## config.mk

```make
export PLATFORM = sky130hd
export DESIGN_NAME = lcd_mod_ctrl
export DESIGN_NICKNAME = d
export VERILOG_FILES = /design/src/rtl/lcd_mod_pkg.sv /design/src/rtl/lcd_mod_regs.sv /design/src/rtl/lcd_mod_toggle.sv /design/src/rtl/lcd_freeze_ctr.sv /design/src/rtl/lcd_mod_ctrl.sv
export SDC_FILE = /design/constraint.sdc
export NUM_CORES = 1
export LEC_CHECK = 0
export BUFFER_PORTS_ARGS = -buffer_cell sky130_fd_sc_hd__buf_2
export CORE_UTILIZATION = 60
export CTS_CLUSTER_SIZE = 20
export DETAILED_ROUTE_END_ITERATION = 6
export PLACE_DENSITY_LB_ADDON = 0.05
export SYNTH_ARGS = -nofsm -noshare
export SYNTH_HDL_FRONTEND = slang
export SYNTH_HIERARCHICAL = 1
export SYNTH_SLANG_ARGS = --single-unit
```

## constraint.sdc

```tcl
create_clock -name clk -period 3.48 [get_ports clk]
set_input_delay 0.348 -clock clk [delete_from_list [all_inputs] [get_ports clk]]
set_output_delay 0.348 -clock clk [all_outputs]
set_load 0.05 [all_outputs]
```

## src/rtl/lcd_mod_pkg.sv

```systemverilog
package lcd_mod_pkg;
  localparam int RATE_W = 6;
  localparam int DATA_W = 8;

  localparam logic ADDR_CTL  = 1'b0;
  localparam logic ADDR_RATE = 1'b1;

  localparam int CTL_MOD_BIT = 0;
  localparam int CTL_EL_BIT  = 1;

  typedef struct packed {
    logic              mod_en;
    logic              el_en;
    logic [RATE_W-1:0] rate;
  } ctl_t;
endpackage

```

## src/rtl/lcd_mod_regs.sv

```systemverilog
module lcd_mod_regs
  import lcd_mod_pkg::*;
(
  input  logic              clk,
  input  logic              rst_n,
  input  logic              wr_en,
  input  logic              wr_addr,
  input  logic [DATA_W-1:0] wr_data,
  output ctl_t              ctl,
  output logic              rate_wr,
  output logic              el_clr
);
  ctl_t ctl_q, ctl_d;

  always_comb begin
    ctl_d   = ctl_q;
    rate_wr = 1'b0;
    el_clr  = 1'b0;
    if (wr_en) begin
      if (wr_addr == ADDR_CTL) begin
        ctl_d.mod_en = wr_data[CTL_MOD_BIT];
        ctl_d.el_en  = wr_data[CTL_EL_BIT];
        el_clr       = ~wr_data[CTL_EL_BIT];
      end else begin
        ctl_d.rate = wr_data[RATE_W-1:0];
        rate_wr    = 1'b1;
      end
    end
  end

  always_ff @(posedge clk or negedge rst_n) begin
    if (!rst_n)     ctl_q <= '0;
    else if (wr_en) ctl_q <= ctl_d;
  end

  assign ctl = ctl_q;
endmodule

```

## src/rtl/lcd_mod_toggle.sv

```systemverilog
module lcd_mod_toggle #(
  parameter int RATE_W = 6
) (
  input  logic              clk,
  input  logic              rst_n,
  input  logic              enable,
  input  logic [RATE_W-1:0] rate,
  input  logic              rate_wr,
  input  logic              frame_stb,
  input  logic              line_stb,
  output logic              mod_out,
  output logic [RATE_W-1:0] line_cnt
);
  logic [RATE_W-1:0] cnt_q, cnt_d;
  logic              mod_q, mod_d;
  logic              upd;

  always_comb begin
    cnt_d = cnt_q;
    mod_d = mod_q;
    if (!enable) begin
      cnt_d = '0;
      mod_d = 1'b0;
    end else if (rate_wr) begin
      cnt_d = '0;
    end else if (rate == '0) begin
      cnt_d = '0;
      if (frame_stb) mod_d = ~mod_q;
    end else if (line_stb) begin
      if (cnt_q == rate - RATE_W'(1)) begin
        cnt_d = '0;
        mod_d = ~mod_q;
      end else begin
        cnt_d = cnt_q + RATE_W'(1);
      end
    end
  end

  assign upd = (cnt_d != cnt_q) || (mod_d != mod_q);

  always_ff @(posedge clk or negedge rst_n) begin
    if (!rst_n) begin
      cnt_q <= '0;
      mod_q <= 1'b0;
    end else if (upd) begin
      cnt_q <= cnt_d;
      mod_q <= mod_d;
    end
  end

  assign mod_out  = mod_q & enable;
  assign line_cnt = cnt_q;
endmodule

```

## src/rtl/lcd_freeze_ctr.sv

```systemverilog
module lcd_freeze_ctr #(
  parameter int PERIOD = 262143
) (
  input  logic clk,
  input  logic rst_n,
  input  logic el_en,
  input  logic el_clr,
  input  logic frame_stb,
  output logic freeze
);
  localparam int CNT_W = (PERIOD > 2) ? $clog2(PERIOD) : 1;
  localparam logic [CNT_W-1:0] LAST = CNT_W'(PERIOD - 1);

  logic [CNT_W-1:0] cnt_q, cnt_d;
  logic             frz_q, frz_d;
  logic             upd;

  always_comb begin
    cnt_d = cnt_q;
    frz_d = frz_q;
    if (!el_en || el_clr) begin
      cnt_d = '0;
      frz_d = 1'b0;
    end else if (frame_stb) begin
      if (cnt_q == LAST) begin
        cnt_d = '0;
        frz_d = 1'b1;
      end else begin
        cnt_d = cnt_q + CNT_W'(1);
        frz_d = 1'b0;
      end
    end
  end

  assign upd = (cnt_d != cnt_q) || (frz_d != frz_q);

  always_ff @(posedge clk or negedge rst_n) begin
    if (!rst_n) begin
      cnt_q <= '0;
      frz_q <= 1'b0;
    end else if (upd) begin
      cnt_q <= cnt_d;
      frz_q <= frz_d;
    end
  end

  assign freeze = frz_q;
endmodule

```

## src/rtl/lcd_mod_ctrl.sv

```systemverilog
module lcd_mod_ctrl
  import lcd_mod_pkg::*;
#(
  parameter int FREEZE_FRAMES = 262143
) (
  input  logic              clk,
  input  logic              rst_n,
  input  logic              frame_stb,
  input  logic              line_stb,
  input  logic              wr_en,
  input  logic              wr_addr,
  input  logic [DATA_W-1:0] wr_data,
  output logic              mod_out,
  output logic              freeze_out
);
  ctl_t              ctl;
  logic              rate_wr;
  logic              el_clr;
  logic              mod_en_w;
  logic              el_en_w;
  logic [RATE_W-1:0] rate_w;
  logic [RATE_W-1:0] line_cnt_w;

  lcd_mod_regs u_regs (
    .clk     (clk),
    .rst_n   (rst_n),
    .wr_en   (wr_en),
    .wr_addr (wr_addr),
    .wr_data (wr_data),
    .ctl     (ctl),
    .rate_wr (rate_wr),
    .el_clr  (el_clr)
  );

  assign mod_en_w = ctl.mod_en;
  assign el_en_w  = ctl.el_en;
  assign rate_w   = ctl.rate;

  lcd_mod_toggle #(.RATE_W(RATE_W)) u_toggle (
    .clk       (clk),
    .rst_n     (rst_n),
    .enable    (mod_en_w),
    .rate      (rate_w),
    .rate_wr   (rate_wr),
    .frame_stb (frame_stb),
    .line_stb  (line_stb),
    .mod_out   (mod_out),
    .line_cnt  (line_cnt_w)
  );

  lcd_freeze_ctr #(.PERIOD(FREEZE_FRAMES)) u_freeze (
    .clk       (clk),
    .rst_n     (rst_n),
    .el_en     (el_en_w),
    .el_clr    (el_clr),
    .frame_stb (frame_stb),
    .freeze    (freeze_out)
  );
endmodule

```

# Word level (Yosys, flattened, before mapping)
# Index checks and enable logic that the tools add are counted.
dict set report word_totals {
  register_bits 34
  latch_bits 0
  ramBits 0
  rom_bits 0
  out_inout_bits 2
  mem_count 0
}
dict set report classes {
  add_sub_neg 3
  multipliers 0
  div 0
  order_cmp 0
  eq_ne 6
  shift 0
  mux 21
  bitwise 4
  reduce_logical 7
}
# op count
set op_table {}
lappend op_table {{2-to-1 mux 18 bit} 3}
lappend op_table {{2-to-1 mux 6 bit} 5}
lappend op_table {{adder 18 x 1 -> 18 bit (second input constant)} 1}
lappend op_table {{equality test 18 bit (second input constant)} 1}
lappend op_table {{inequality test 18 bit} 1}
lappend op_table {{2-to-1 mux 1 bit} 13}
lappend op_table {{adder 6 x 1 -> 6 bit (second input constant)} 1}
lappend op_table {{equality test 6 bit} 1}
lappend op_table {{logical NOT 6 bit} 1}
lappend op_table {{inequality test 6 bit} 1}
lappend op_table {{subtractor 6 x 1 -> 6 bit (second input constant)} 1}
lappend op_table {{AND reduction 2 bit} 2}
lappend op_table {{logical OR 1 bit} 3}
lappend op_table {{inverter 1 bit} 3}
lappend op_table {{inequality test 1 bit} 2}
lappend op_table {{AND 1 bit} 1}
lappend op_table {{logical NOT 1 bit} 1}

# Longest topological paths before layout
# Gate-level depths: netlist of run 1.
dict set report depth {
  word_depth 9
  mapped_depth 7
}

# By module
# Netlist of run 1, hierarchy kept.
# mod instances cells_each area_each_um2
set modules_own_cells {}
lappend modules_own_cells {lcd_freeze_ctr 1 131 1152.4}
lappend modules_own_cells {lcd_mod_toggle 1 77 640.6}
lappend modules_own_cells {lcd_mod_regs 1 20 310.3}

# Worst setup path after synthesis of run 1
# OpenSTA, ideal clock, no wires.
dict set report synth_timing {
  path_type {reg-to-reg}
  startpoint {reg u_regs.ctl_q (netlist bit u_regs/ctl[1])}
  endpoint {reg u_toggle.mod_q}
  setup_ns 0.132
  arrival_time_ns 1.639
  required_time_ns 3.348
  path_slack_ns 1.709
  stages_incl_launch_ff 8
  n_path_buf 0
  period_less_slack_ns 1.771
  path_cell_list {dfrtp_1 > inv_1 > ha_1 > xnor2_1 > a211oi_1 > nand4_1 > o21ai_1 > or3b_1}
}
dict set report synth_via {
  elab_chain_cells 9
  word_cells_on_any_way 16
  classes_between {add/sub: 1; eq/ne: 3; mux: 10; reduce/logical: 2}
}
# element line_no
set synth_lines {}
lappend synth_lines {{from (decl)} lcd_mod_regs.sv:13} ;# ctl_t ctl_q, ctl_d;
lappend synth_lines {{from (signal assigned)} lcd_mod_regs.sv:33} ;# else if (wr_en) ctl_q <= ctl_d;
lappend synth_lines {{subtractor 6 x 1 -> 6 bit} lcd_mod_toggle.sv:30} ;# if (cnt_q == rate - RATE_W'(1)) begin
lappend synth_lines {{equality test 6 bit} lcd_mod_toggle.sv:30}
lappend synth_lines {{2-to-1 mux 6 bit / 2-to-1 mux 1 bit (equally long branches)} lcd_mod_toggle.sv:30}
lappend synth_lines {{2-to-1 mux 6 bit / 2-to-1 mux 1 bit (equally long branches)} lcd_mod_toggle.sv:29} ;# end else if (line_stb) begin
lappend synth_lines {{2-to-1 mux 6 bit / 2-to-1 mux 1 bit (equally long branches)} lcd_mod_toggle.sv:26} ;# end else if (rate == '0) begin
lappend synth_lines {{2-to-1 mux 6 bit / 2-to-1 mux 1 bit (equally long branches)} lcd_mod_toggle.sv:24} ;# end else if (rate_wr) begin
lappend synth_lines {{2-to-1 mux 6 bit / 2-to-1 mux 1 bit (equally long branches)} lcd_mod_toggle.sv:21} ;# if (!enable) begin
lappend synth_lines {{inequality test 6 bit / inequality test 1 bit (equally long branches)} lcd_mod_toggle.sv:39} ;# assign upd = (cnt_d != cnt_q) || (mod_d != mod_q);
lappend synth_lines {{logical OR 1 bit} lcd_mod_toggle.sv:39}
lappend synth_lines {{to (signal assigned)} lcd_mod_toggle.sv:47} ;# mod_q <= mod_d;
lappend synth_lines {{to (decl)} lcd_mod_toggle.sv:15} ;# logic mod_q, mod_d;
# Parallel ways exist; a longest one is shown, timed or not.
# A chain may end at the register's enable or synchronous reset.

# Final worst setup path of run 1
dict set report layout_timing {
  startpoint {reg u_freeze.cnt_q[1]}
  endpoint {reg u_freeze.cnt_q[12]}
}
dict set report layout_via {
  elab_chain_cells 6
  word_cells_on_any_way 11
  classes_between {add/sub: 1; eq/ne: 3; mux: 6; reduce/logical: 1}
}
# element line_no
set layout_lines {}
lappend layout_lines {{from (decl)} lcd_freeze_ctr.sv:14} ;# logic [CNT_W-1:0] cnt_q, cnt_d;
lappend layout_lines {{from (signal assigned)} lcd_freeze_ctr.sv:42} ;# cnt_q <= cnt_d;
lappend layout_lines {{adder 18 x 1 -> 18 bit / equality test 18 bit (equally long branches)} {lcd_freeze_ctr.sv:29, lcd_freeze_ctr.sv:25}}
lappend layout_lines {{2-to-1 mux 18 bit / 2-to-1 mux 1 bit (equally long branches)} lcd_freeze_ctr.sv:25} ;# if (cnt_q == LAST) begin
lappend layout_lines {{2-to-1 mux 18 bit / 2-to-1 mux 1 bit (equally long branches)} lcd_freeze_ctr.sv:24} ;# end else if (frame_stb) begin
lappend layout_lines {{2-to-1 mux 18 bit / 2-to-1 mux 1 bit (equally long branches)} lcd_freeze_ctr.sv:21} ;# if (!el_en || el_clr) begin
lappend layout_lines {{inequality test 18 bit / inequality test 1 bit (equally long branches)} lcd_freeze_ctr.sv:35} ;# assign upd = (cnt_d != cnt_q) || (frz_d != frz_q);
lappend layout_lines {{logical OR 1 bit} lcd_freeze_ctr.sv:35}
# Parallel ways exist; a longest one is shown, timed or not.

==> results of run 1 <==
==> worst max-delay path, delay by kind of cell, from the launching register on <==
| kind | cells | cell delay (ps) |
|---|---|---|
| AO/OA/AOI/OAI | 1 | 170 |
| adder cells (fa/ha/maj) | 1 | 250 |
| flip-flops | 1 | 430 |
| AND/OR/NAND/NOR | 3 | 1070 |
==> sequential cells by signal (all words and copies together), names as in the netlist <==
name / cells
u_toggle/line_cnt: 6
u_freeze/cnt_q: 18
u_toggle/mod_q: 1
u_regs/ctl: 8
u_freeze/freeze: 1
==> cells in the final DEF (no fill, tap or decap), drive strengths merged, types with 7 or more instances in the layout <==
master and instances:
nand2 25, nand4 7, nand3 12, buf 13, mux2 8, xnor2 9
inv 7, dfrtp 34, a21oi 9, o211ai 7, nor3 7, o21ai 11
nor2 11
==> final cells by class <==
class | count | share of cell area (%)
inverter | 7 | 1.152
sequential | 34 | 37.30
multi-input combinational | 181 | 52.77
clock inverter | 3 | 1.755
tap | 46 | 2.523
clock buffer | 5 | 1.646
timing repair buffer | 13 | 2.852
==> path summary, 6_finish.rpt <==
kind	from	end
worst max-delay path	u_freeze/cnt_q[1]	u_freeze/cnt_q[12]
min in group clk	wr_data[2]	u_regs/ctl[2]
worst max register to register	u_freeze/cnt_q[1]	u_freeze/cnt_q[12]
worst min-delay path	rst_n	u_regs/ctl[0]
max in group asynchronous	rst_n	u_freeze/cnt_q[2]
worst min register to register	u_freeze/cnt_q[3]	u_freeze/cnt_q[3]
==> through the flow <==
stage	instances	setup WS [ps]	power [W]
global placement	281	1421	0.0005877
floorplan	228	1709	0.0005517
global route	289	1301	0.0009204
detailed placement	281	1435	0.0005984
CTS	289	1508	0.0008820
finish	289	1487	0.0008737
==> routing by layer <==
| metal | track usage (%) | wire length (microns) |
|---|---|---|
| met5 | 0 | 0 |
| met4 | 14.61 | 153 |
| met3 | 5.882 | 220 |
| met2 | 47.52 | 2391 |
| met1 | 33.07 | 1899 |
==> cell usage after synthesis, drive strengths merged <==
cell	count	area share, %
dfrtp	34	40
nand2	25	4.6
nand3	12	2.9
nor2	11	2.0
o21ai	11	2.6
a21oi	9	2.3
xnor2	9	3.7
mux2	8	4.3
inv	7	1.2
nand4	7	2.4
nor3	7	1.7
o211ai	7	2.5
or3	6	1.8
or4	6	2.3
and3	5	1.5
clkbuf	5	0.89
ha	5	3.0
nor4	5	2.2
a31oi	4	1.2
nor2b	4	1.2
xor2	4	1.7
and2	3	0.89
nand2b	3	0.89
o22ai	3	0.89
or2	3	0.89
a211oi	2	0.71
a311oi	2	0.83
and4	2	0.89
nand4b	2	0.83
nor3b	2	0.71
o21a	2	0.71
o221ai	2	0.83
o31ai	2	0.71
a21o	1	0.36
buf	1	0.18
nand3b	1	0.36
o2111ai	1	0.42
o21bai	1	0.36
o22a	1	0.83
o41ai	1	0.42
or3b	1	0.42
or4b	1	0.48
==> power by group through the flow <==
| stage | clock network, W | logic, W | registers (W) |
|---|---|---|---|
| floorplan | 0 | 0.000108 | 0.000444 |
| detailed placement | 0 | 0.000146 | 0.000452 |
| global placement | 0 | 0.000138 | 0.000450 |
| CTS | 0.000291 | 0.000147 | 0.000444 |
| finish | 0.000282 | 0.000147 | 0.000444 |
| global route | 0.000309 | 0.000164 | 0.000448 |
==> logic make-up after synthesis <==
family | share of synthesized area, %
compound gates | 15.71
xor+xnor | 5.413
fa+ha+maj | 2.974
buf+inv | 2.320
flops | 40.45
mux | 4.283
simple gates | 28.85
==> run summary, run 1 <==
status: finished clean
Sink Count: 34
Fin Clk Skew: 10.12 ps
CP Capture Type: flip-flop
initial antenna violation count: 0
H-Tree Depth: 2
GRT overflow: 0
critical path required time: 3740 ps
area delta synth->final: 8.447%
drt total wl: 4665 microns
wire length of the first global-routing pass: 7521 microns
Logic pwr share: 16.9%
Via density: 6.426
iteration-0 DRC count of the detailed router: 110
switch share: 28.95%
share of cells above drive strength 1: 13.99%
Die Y: 61.21 microns
multi-input logic area: 1204 sq um
setup TNS: 0 ps
DRC viols: 0
Static Leak: 0.8974 nW
final hold slack: 58.07 ps
WS Path Type: flip-flop to flip-flop
Tcrit/Tclk final: 57.27%
Mapped Avg Cell Area: 9.225 sq um
Max-Cap Viols: 0
Worst Reg-to-Reg Cells: 5
diodes inserted: 0
NumNets Final: 261
Slew Viols, Final: 0
GPL Wtd Cong: 0.8905
largest net degree at the start of global routing: 35
dpl hpwl: 3317 microns
site row count: 21
crit-path max FO: 7
floorplan core area: 3337 sq um
Placed Area: 2203 sq um
#FFs+latches synth: 34
sequential area share after synthesis: 40.45%
Post-CTS Setup Bufs: 0
CP max stage delay: 430 ps
Synth Net Count: 247
clock tree buffer depth: 2
vias in the first global route: 1630
drt pass-1 iters: 4
FF-to-FF setup slack: 1490 ps
CTS tree: done
Final setup viols: 0
Startpoint Class: flip-flop
HP Class: input port to asynchronous set/reset pin
CP Cell Sequence: ha_1, nand3_1, or3_1, or4_1, a31oi_1
Rel. slew slack: 39.46%
Post-CTS Hold Fix Bufs: 0
die area: 3746 sq um
clock share of power: 32.3%
post-route ant nets: 0
Peak VDD IR: 243.5 uV
RSZ-0062 raised after global routing: no
slowest CP cell: dfrtp_1
worst skew pair latency: 340 ps
Reg power frac: 50.8%
num ports: 16
Syn. warnings: 6
Switching Power: 0.0002529 W
fillers: 275
final core occ: 68.35%
Synth Instances: 228
Via Count: 1857
clk slew on worst S/H paths: 110 ps
post_cts resized: 0
Die X: 61.21 microns
number of distinct library cells after synthesis: 51
fin area: 2281 sq um
mapped cell area: 2103 sq um
Global Route Usage Sum: 27.89%
Int Pwr: 0.0006208 W
Peak Freq: 501.7 MHz
Hold Vio Cnt, Final: 0
Seq. cell area: 850.8 sq um
count of buffers from port buffering: 13
CTS buffer count: 5
Final Critical Period: 1993 ps
worst path arrival time: 2250 ps
Clk Tree Root Cell: clkbuf_4
Power per Cell Area: 383.1 nW/um^2
detailed-route wire length per cell: 16.14 microns
actual slew at the worst max-slew pin: 900.5 ps
Initial Utilization: 63.03%
Note: power is estimated with default switching activity, not from simulation.
==> run 2: changes to the inputs <==
--- a/config.mk
+++ b/config.mk
@@ -6,7 +6,7 @@
 export NUM_CORES = 1
 export LEC_CHECK = 0
 export BUFFER_PORTS_ARGS = -buffer_cell sky130_fd_sc_hd__buf_2
-export CORE_UTILIZATION = 60
+export CORE_UTILIZATION = 54
 export CTS_CLUSTER_SIZE = 20
 export DETAILED_ROUTE_END_ITERATION = 6
 export PLACE_DENSITY_LB_ADDON = 0.05
==> constraint.sdc (replaced) <==
create_clock -name clk -period 1.7 [get_ports clk]
set_input_delay 0.17 -clock clk [delete_from_list [all_inputs] [get_ports clk]]
set_output_delay 0.17 -clock clk [all_outputs]
set_load 0.05 [all_outputs]
==> run summary, run 2 (synthesis results as in run 1) <==
status: complete, but fails checks
failing checks: setup timing
Biggest register: u_freeze/cnt_q
Final Critical Period: 1842 ps (-151.2 ps)
Max-Cap Viols: 0 (unchanged)
placed insts: 319 (+14%)
fillers: 227 (-17%)
Initial Utilization: 57.02% (-6.0 points)
floorplan core area: 3689 sq um (+11%)
detailed-route wire length per cell: 18.31 microns (+13%)
clk slew on worst S/H paths: 70 ps (-40 ps)
FF-to-FF setup slack: -140 ps (-1630 ps)
Hold Vio Cnt, Final: 0 (unchanged)
Rel. slew slack: 48.21% (+8.8 points)
wire length of the first global-routing pass: 9321 microns (+24%)
CTS tree: done
area delta synth->final: 39.14%
Seq. cell area: 857.1 sq um (+0.74%)
drt pass-1 iters: 4 (unchanged)
crit-path max FO: 3 (-4)
Final setup viols: 11 (+11)
number of flip-flops in the largest register: 18 (unchanged)
Fin Clk Skew: 4.516 ps (-5.605 ps)
CP Capture Type: flip-flop
actual slew at the worst max-slew pin: 776.8 ps (-123.6 ps)
Via density: 6.276 (-2.3%)
Peak VDD IR: 449.7 uV (+85%)
initial antenna violation count: 0 (unchanged)
setup TNS: -802.0 ps (-802.0 ps)
NumNets Final: 310 (+19%)
drt total wl: 6225 microns (+33%)
die area: 4149 sq um (+11%)
Sink Count: 34 (unchanged)
worst path arrival time: 2020 ps (-230 ps)
Die X: 64.41 microns (+5.2%)
dpl hpwl: 3886 microns (+17%)
diodes inserted: 0 (unchanged)
Global Route Usage Sum: 29.62% (+1.7 points)
critical path required time: 1870 ps (-1870 ps)
multi-input logic area: 1434 sq um (+19%)
Clk Tree Root Cell: clkbuf_8
Power per Cell Area: 751.9 nW/um^2 (+96%)
Placed Area: 2486 sq um (+13%)
clock tree buffer depth: 2 (unchanged)
GPL Wtd Cong: 0.9010 (+1.2%)
WS Path Type: flip-flop to flip-flop
Slew Viols, Final: 0 (unchanged)
num ports: 16 (unchanged)
worst skew pair latency: 290 ps (-50 ps)
CTS buffer count: 5 (unchanged)
Peak Freq: 542.9 MHz (+8.2%)
count of buffers from port buffering: 13 (unchanged)
vias in the first global route: 2099 (+29%)
share of cells above drive strength 1: 41.10% (+27 points)
post-route ant nets: 0 (unchanged)
fin area: 2927 sq um (+28%)
iteration-0 DRC count of the detailed router: 153 (+39%)
Die Y: 64.41 microns (+5.2%)
most common cell after layout, fill and taps aside: buf_4
largest net degree at the start of global routing: 35 (unchanged)
final worst setup slack: -141.8 ps (-1629 ps)
final core occ: 79.34% (+11 points)
Final Power: 0.002200 W (+150%)
final non-filler cell total: 340 (+18%)
Startpoint Class: flip-flop
Tcrit/Tclk final: 108.3% (+51 points)
HP Class: input port to flip-flop
Via Count: 2134 (+15%)
GRT overflow: 0 (unchanged)
RSZ-0062 raised after global routing: yes
Static Leak: 1.177 nW (+31%)
H-Tree Depth: 2 (unchanged)
site row count: 22 (+4.8%)
DRC viols: 0 (unchanged)
commonest cells after routing, fill and taps aside: 45 x buf_4, 29 x dfrtp_1, 23 x nand2_1
run 2: changes by cell type in the layout (fill, tap and decap cells not counted), moves of 4 or more:
cell      change
buf_4        +45
clkbuf_4      -5
o21ai_1       +6
xnor2_1       -4
dfrtp_2       +5
o21ai_0       -7
nand3_1       -4
clkbuf_8      +5
or3_4         +5
dfrtp_1       -5
run 2: routing by layer:
layer	GRT usage, %	up-vias	wire [microns]
met1	32.53	1040	2486
met2	54.08	85	3239
li1	-	981	-
met4	14.44	0	240
met5	0	-	0
met3	5.810	28	258
run 2: path summary, 6_finish.rpt:
kind / to / cells past startpoint / start
min: u_regs/ctl[2] / 2 / wr_data[2]
max in group asynchronous: u_freeze/cnt_q[0] / 2 / rst_n
min in group asynchronous: u_regs/ctl[0] / 2 / rst_n
max: u_toggle/mod_q / 7 / u_regs/ctl[0]
min reg2reg: u_regs/ctl[6] / 1 / u_regs/ctl[6]
max reg2reg: u_toggle/mod_q / 7 / u_regs/ctl[0]
run 2: critical path: stages, from the launching register on:
cell     delay [ps]
dfrtp_1         400
inv_2            90
ha_4            160
nor3b_4         240
xnor2_2         160
nand4_1         170
o21ai_1         150
or3b_1          350
run 2: final cells by class:
cell class | instances | area share [%]
multi-input combinational | 182 | 49.00
clock inverter | 3 | 1.539
clock buffer | 5 | 2.351
timing repair buffer | 61 | 14.88
tap | 48 | 2.052
sequential | 34 | 29.29
inverter | 7 | 0.8978
run 2: metrics by stage:
stage,worst slack (ps),hold WS [ps]
after floorplan,-18.79,-125.6
after global placement,-73.53,272.7
after detailed placement,-118.2,291.4
after CTS,-120.3,88.03
after global routing,-253.0,86.13
final,-141.8,87.93
run 2: power breakdown:
part,switching [W],total (W),internal [W]
Combinational,0.000257,0.000516,0.000259
Clock,0.000321,0.000757,0.000436
Sequential,0.0000775,0.000928,0.000850
Total,0.000656,0.00220,0.00154
run 2: timing repair:
action | in CTS | in global routing
gates cloned | 0 | 1
resized for setup | 15 | 40
pin swaps | 14 | 22
hold buffers | 1 | 0
buffers inserted | 7 | 4
endpoints found under the hold margin | 34 | 0
endpoints found under the setup margin | 18 | 21
==> run 3: changes to the inputs <==
--- a/config.mk
+++ b/config.mk
@@ -10,6 +10,7 @@
 export CTS_CLUSTER_SIZE = 20
 export DETAILED_ROUTE_END_ITERATION = 6
 export PLACE_DENSITY_LB_ADDON = 0.05
+export SKIP_CTS_REPAIR_TIMING = 1
 export SYNTH_ARGS = -nofsm -noshare
 export SYNTH_HDL_FRONTEND = slang
 export SYNTH_HIERARCHICAL = 1
==> constraint.sdc (replaced) <==
create_clock -name clk -period 1.7 [get_ports clk]
set_input_delay 0.255 -clock clk [delete_from_list [all_inputs] [get_ports clk]]
set_output_delay 0.255 -clock clk [all_outputs]
set_load 0.05 [all_outputs]
==> run summary, run 3 (synthesis results as in run 1) <==
Die X: 64.41 microns (unchanged)
site row count: 22 (unchanged)
Sink Count: 34 (unchanged)
GPL Wtd Cong: 0.8116 (-9.9%)
Rel. slew slack: 70.55% (+22 points)
CP Cell Sequence: nor3_2, buf_4, nand3_1, and2_1, o21ai_1, or3b_1
num ports: 16 (unchanged)
drt pass-1 iters: 4 (unchanged)
Hold Vio Cnt, Final: 0 (unchanged)
actual slew at the worst max-slew pin: 440.8 ps (-336.1 ps)
Initial Utilization: 57.02% (unchanged)
CTS tree: done
Tcrit/Tclk final: 108.8% (+0.46 points)
Clk Tree Root Cell: clkbuf_8
failing checks: setup timing
Seq. cell area: 857.1 sq um (unchanged)
vias in the first global route: 1972 (-6.1%)
Placed Area: 2509 sq um (+0.91%)
floorplan core area: 3689 sq um (unchanged)
wire length of the first global-routing pass: 8783 microns (-5.8%)
CTS buffer count: 5 (unchanged)
number of flip-flops in the largest register: 18 (unchanged)
GRT overflow: 0 (unchanged)
WS Path Type: flip-flop to flip-flop
Via density: 6.121 (-2.5%)
Final Critical Period: 1850 ps (+7.842 ps)
share of cells above drive strength 1: 40.69% (-0.41 points)
critical path required time: 1850 ps (-20 ps)
RSZ-0062 raised after global routing: yes
commonest cells after routing, fill and taps aside: 43 x buf_4, 29 x dfrtp_1, 23 x nand2_1
Final setup viols: 9 (-2)
Biggest register: u_freeze/cnt_q
final core occ: 78.09% (-1.3 points)
Power per Cell Area: 701.0 nW/um^2 (-6.8%)
Bufs and invs on worst path: 1 (unchanged)
Slew Viols, Final: 0 (unchanged)
dpl hpwl: 3976 microns (+2.3%)
Startpoint Class: flip-flop
Fin Clk Skew: 2.239 ps (-2.277 ps)
H-Tree Depth: 2 (unchanged)
HP Class: input port to flip-flop
DRC viols: 0 (unchanged)
Die Y: 64.41 microns (unchanged)
Global Route Usage Sum: 27.93% (-1.7 points)
fillers: 253 (+11%)
crit-path max FO: 6 (+3)
status: complete, but fails checks
drt total wl: 5855 microns (-5.9%)
Peak Freq: 540.6 MHz (-0.42%)
detailed-route wire length per cell: 17.32 microns (-5.4%)
NumNets Final: 308 (-0.65%)
Via Count: 2069 (-3.0%)
CP max stage delay: 480 ps (+80 ps)
worst path arrival time: 2000 ps (-20 ps)
worst skew pair latency: 280 ps (about the same)
final worst setup slack: -149.7 ps (-7.842 ps)
most common cell after layout, fill and taps aside: buf_4
cell family with most CP delay: simple AND/OR/NAND/NOR gates
post-route ant nets: 0 (unchanged)
clock tree buffer depth: 2 (unchanged)
FF-to-FF setup slack: -150 ps (about the same)
clk slew on worst S/H paths: 70 ps (about the same)
area delta synth->final: 36.94%
Static Leak: 1.146 nW (-2.7%)
final hold slack: 188.0 ps (+100.1 ps)
fin area: 2880 sq um (-1.6%)
CP Capture Type: flip-flop
initial antenna violation count: 0 (unchanged)
iteration-0 DRC count of the detailed router: 172 (+12%)
multi-input logic area: 1425 sq um (-0.61%)
diodes inserted: 0 (unchanged)
Max-Cap Viols: 0 (unchanged)
largest net degree at the start of global routing: 29 (-17%)
Peak VDD IR: 425.8 uV (-5.3%)
die area: 4149 sq um (unchanged)
slowest CP cell: dfrtp_1
count of buffers from port buffering: 13 (unchanged)
run 3: final timing paths:
path	from	to	cells past startpoint
min in group asynchronous	rst_n	u_toggle/line_cnt[1]	2
max in group asynchronous	rst_n	u_freeze/cnt_q[3]	3
min	wr_data[5]	u_regs/ctl[5]	2
max	u_regs/ctl[2]	u_toggle/mod_q	6
min reg2reg	u_freeze/cnt_q[3]	u_freeze/cnt_q[3]	1
max reg2reg	u_regs/ctl[2]	u_toggle/mod_q	6
run 3: metal layers:
metal	routed length [microns]	part of all wire, %	up-vias	global-route usage, %
met5	0	0	-	0
met4	144	2.5	0	11.11
met3	217	3.7	16	5.810
met2	3070	52	64	50.79
met1	2424	41	1012	31.66
li1	-	-	977	-
run 3: final cells by class:
| class | count | share of cell area (%) |
|---|---|---|
| clock inverters | 1 | 0.1738 |
| inverters | 7 | 0.9123 |
| multi-input cells | 182 | 49.48 |
| well taps | 48 | 2.085 |
| repair buffers | 59 | 14.60 |
| flip-flops and latches | 34 | 29.76 |
| clock buffers | 7 | 2.997 |
run 3: power breakdown:
part	leakage (nW)	internal (W)	switching (W)
clock network	0.0482	0.000327	0.000286
logic	0.651	0.000241	0.000248
registers	0.447	0.000850	0.0000668
run 3: through the flow:
stage          setup WS (ps)  cells  power, W  setup TNS, ps
2_1_floorplan         -18.79    228  0.001131         -18.79
3_3_place_gp          -79.60    322  0.001290         -365.8
3_5_place_dp          -129.1    322  0.001313         -970.4
4_1_cts               -158.0    330  0.001929          -1417
5_1_grt               -190.3    338  0.002115         -906.1
6_report              -149.7    338  0.002019         -353.1
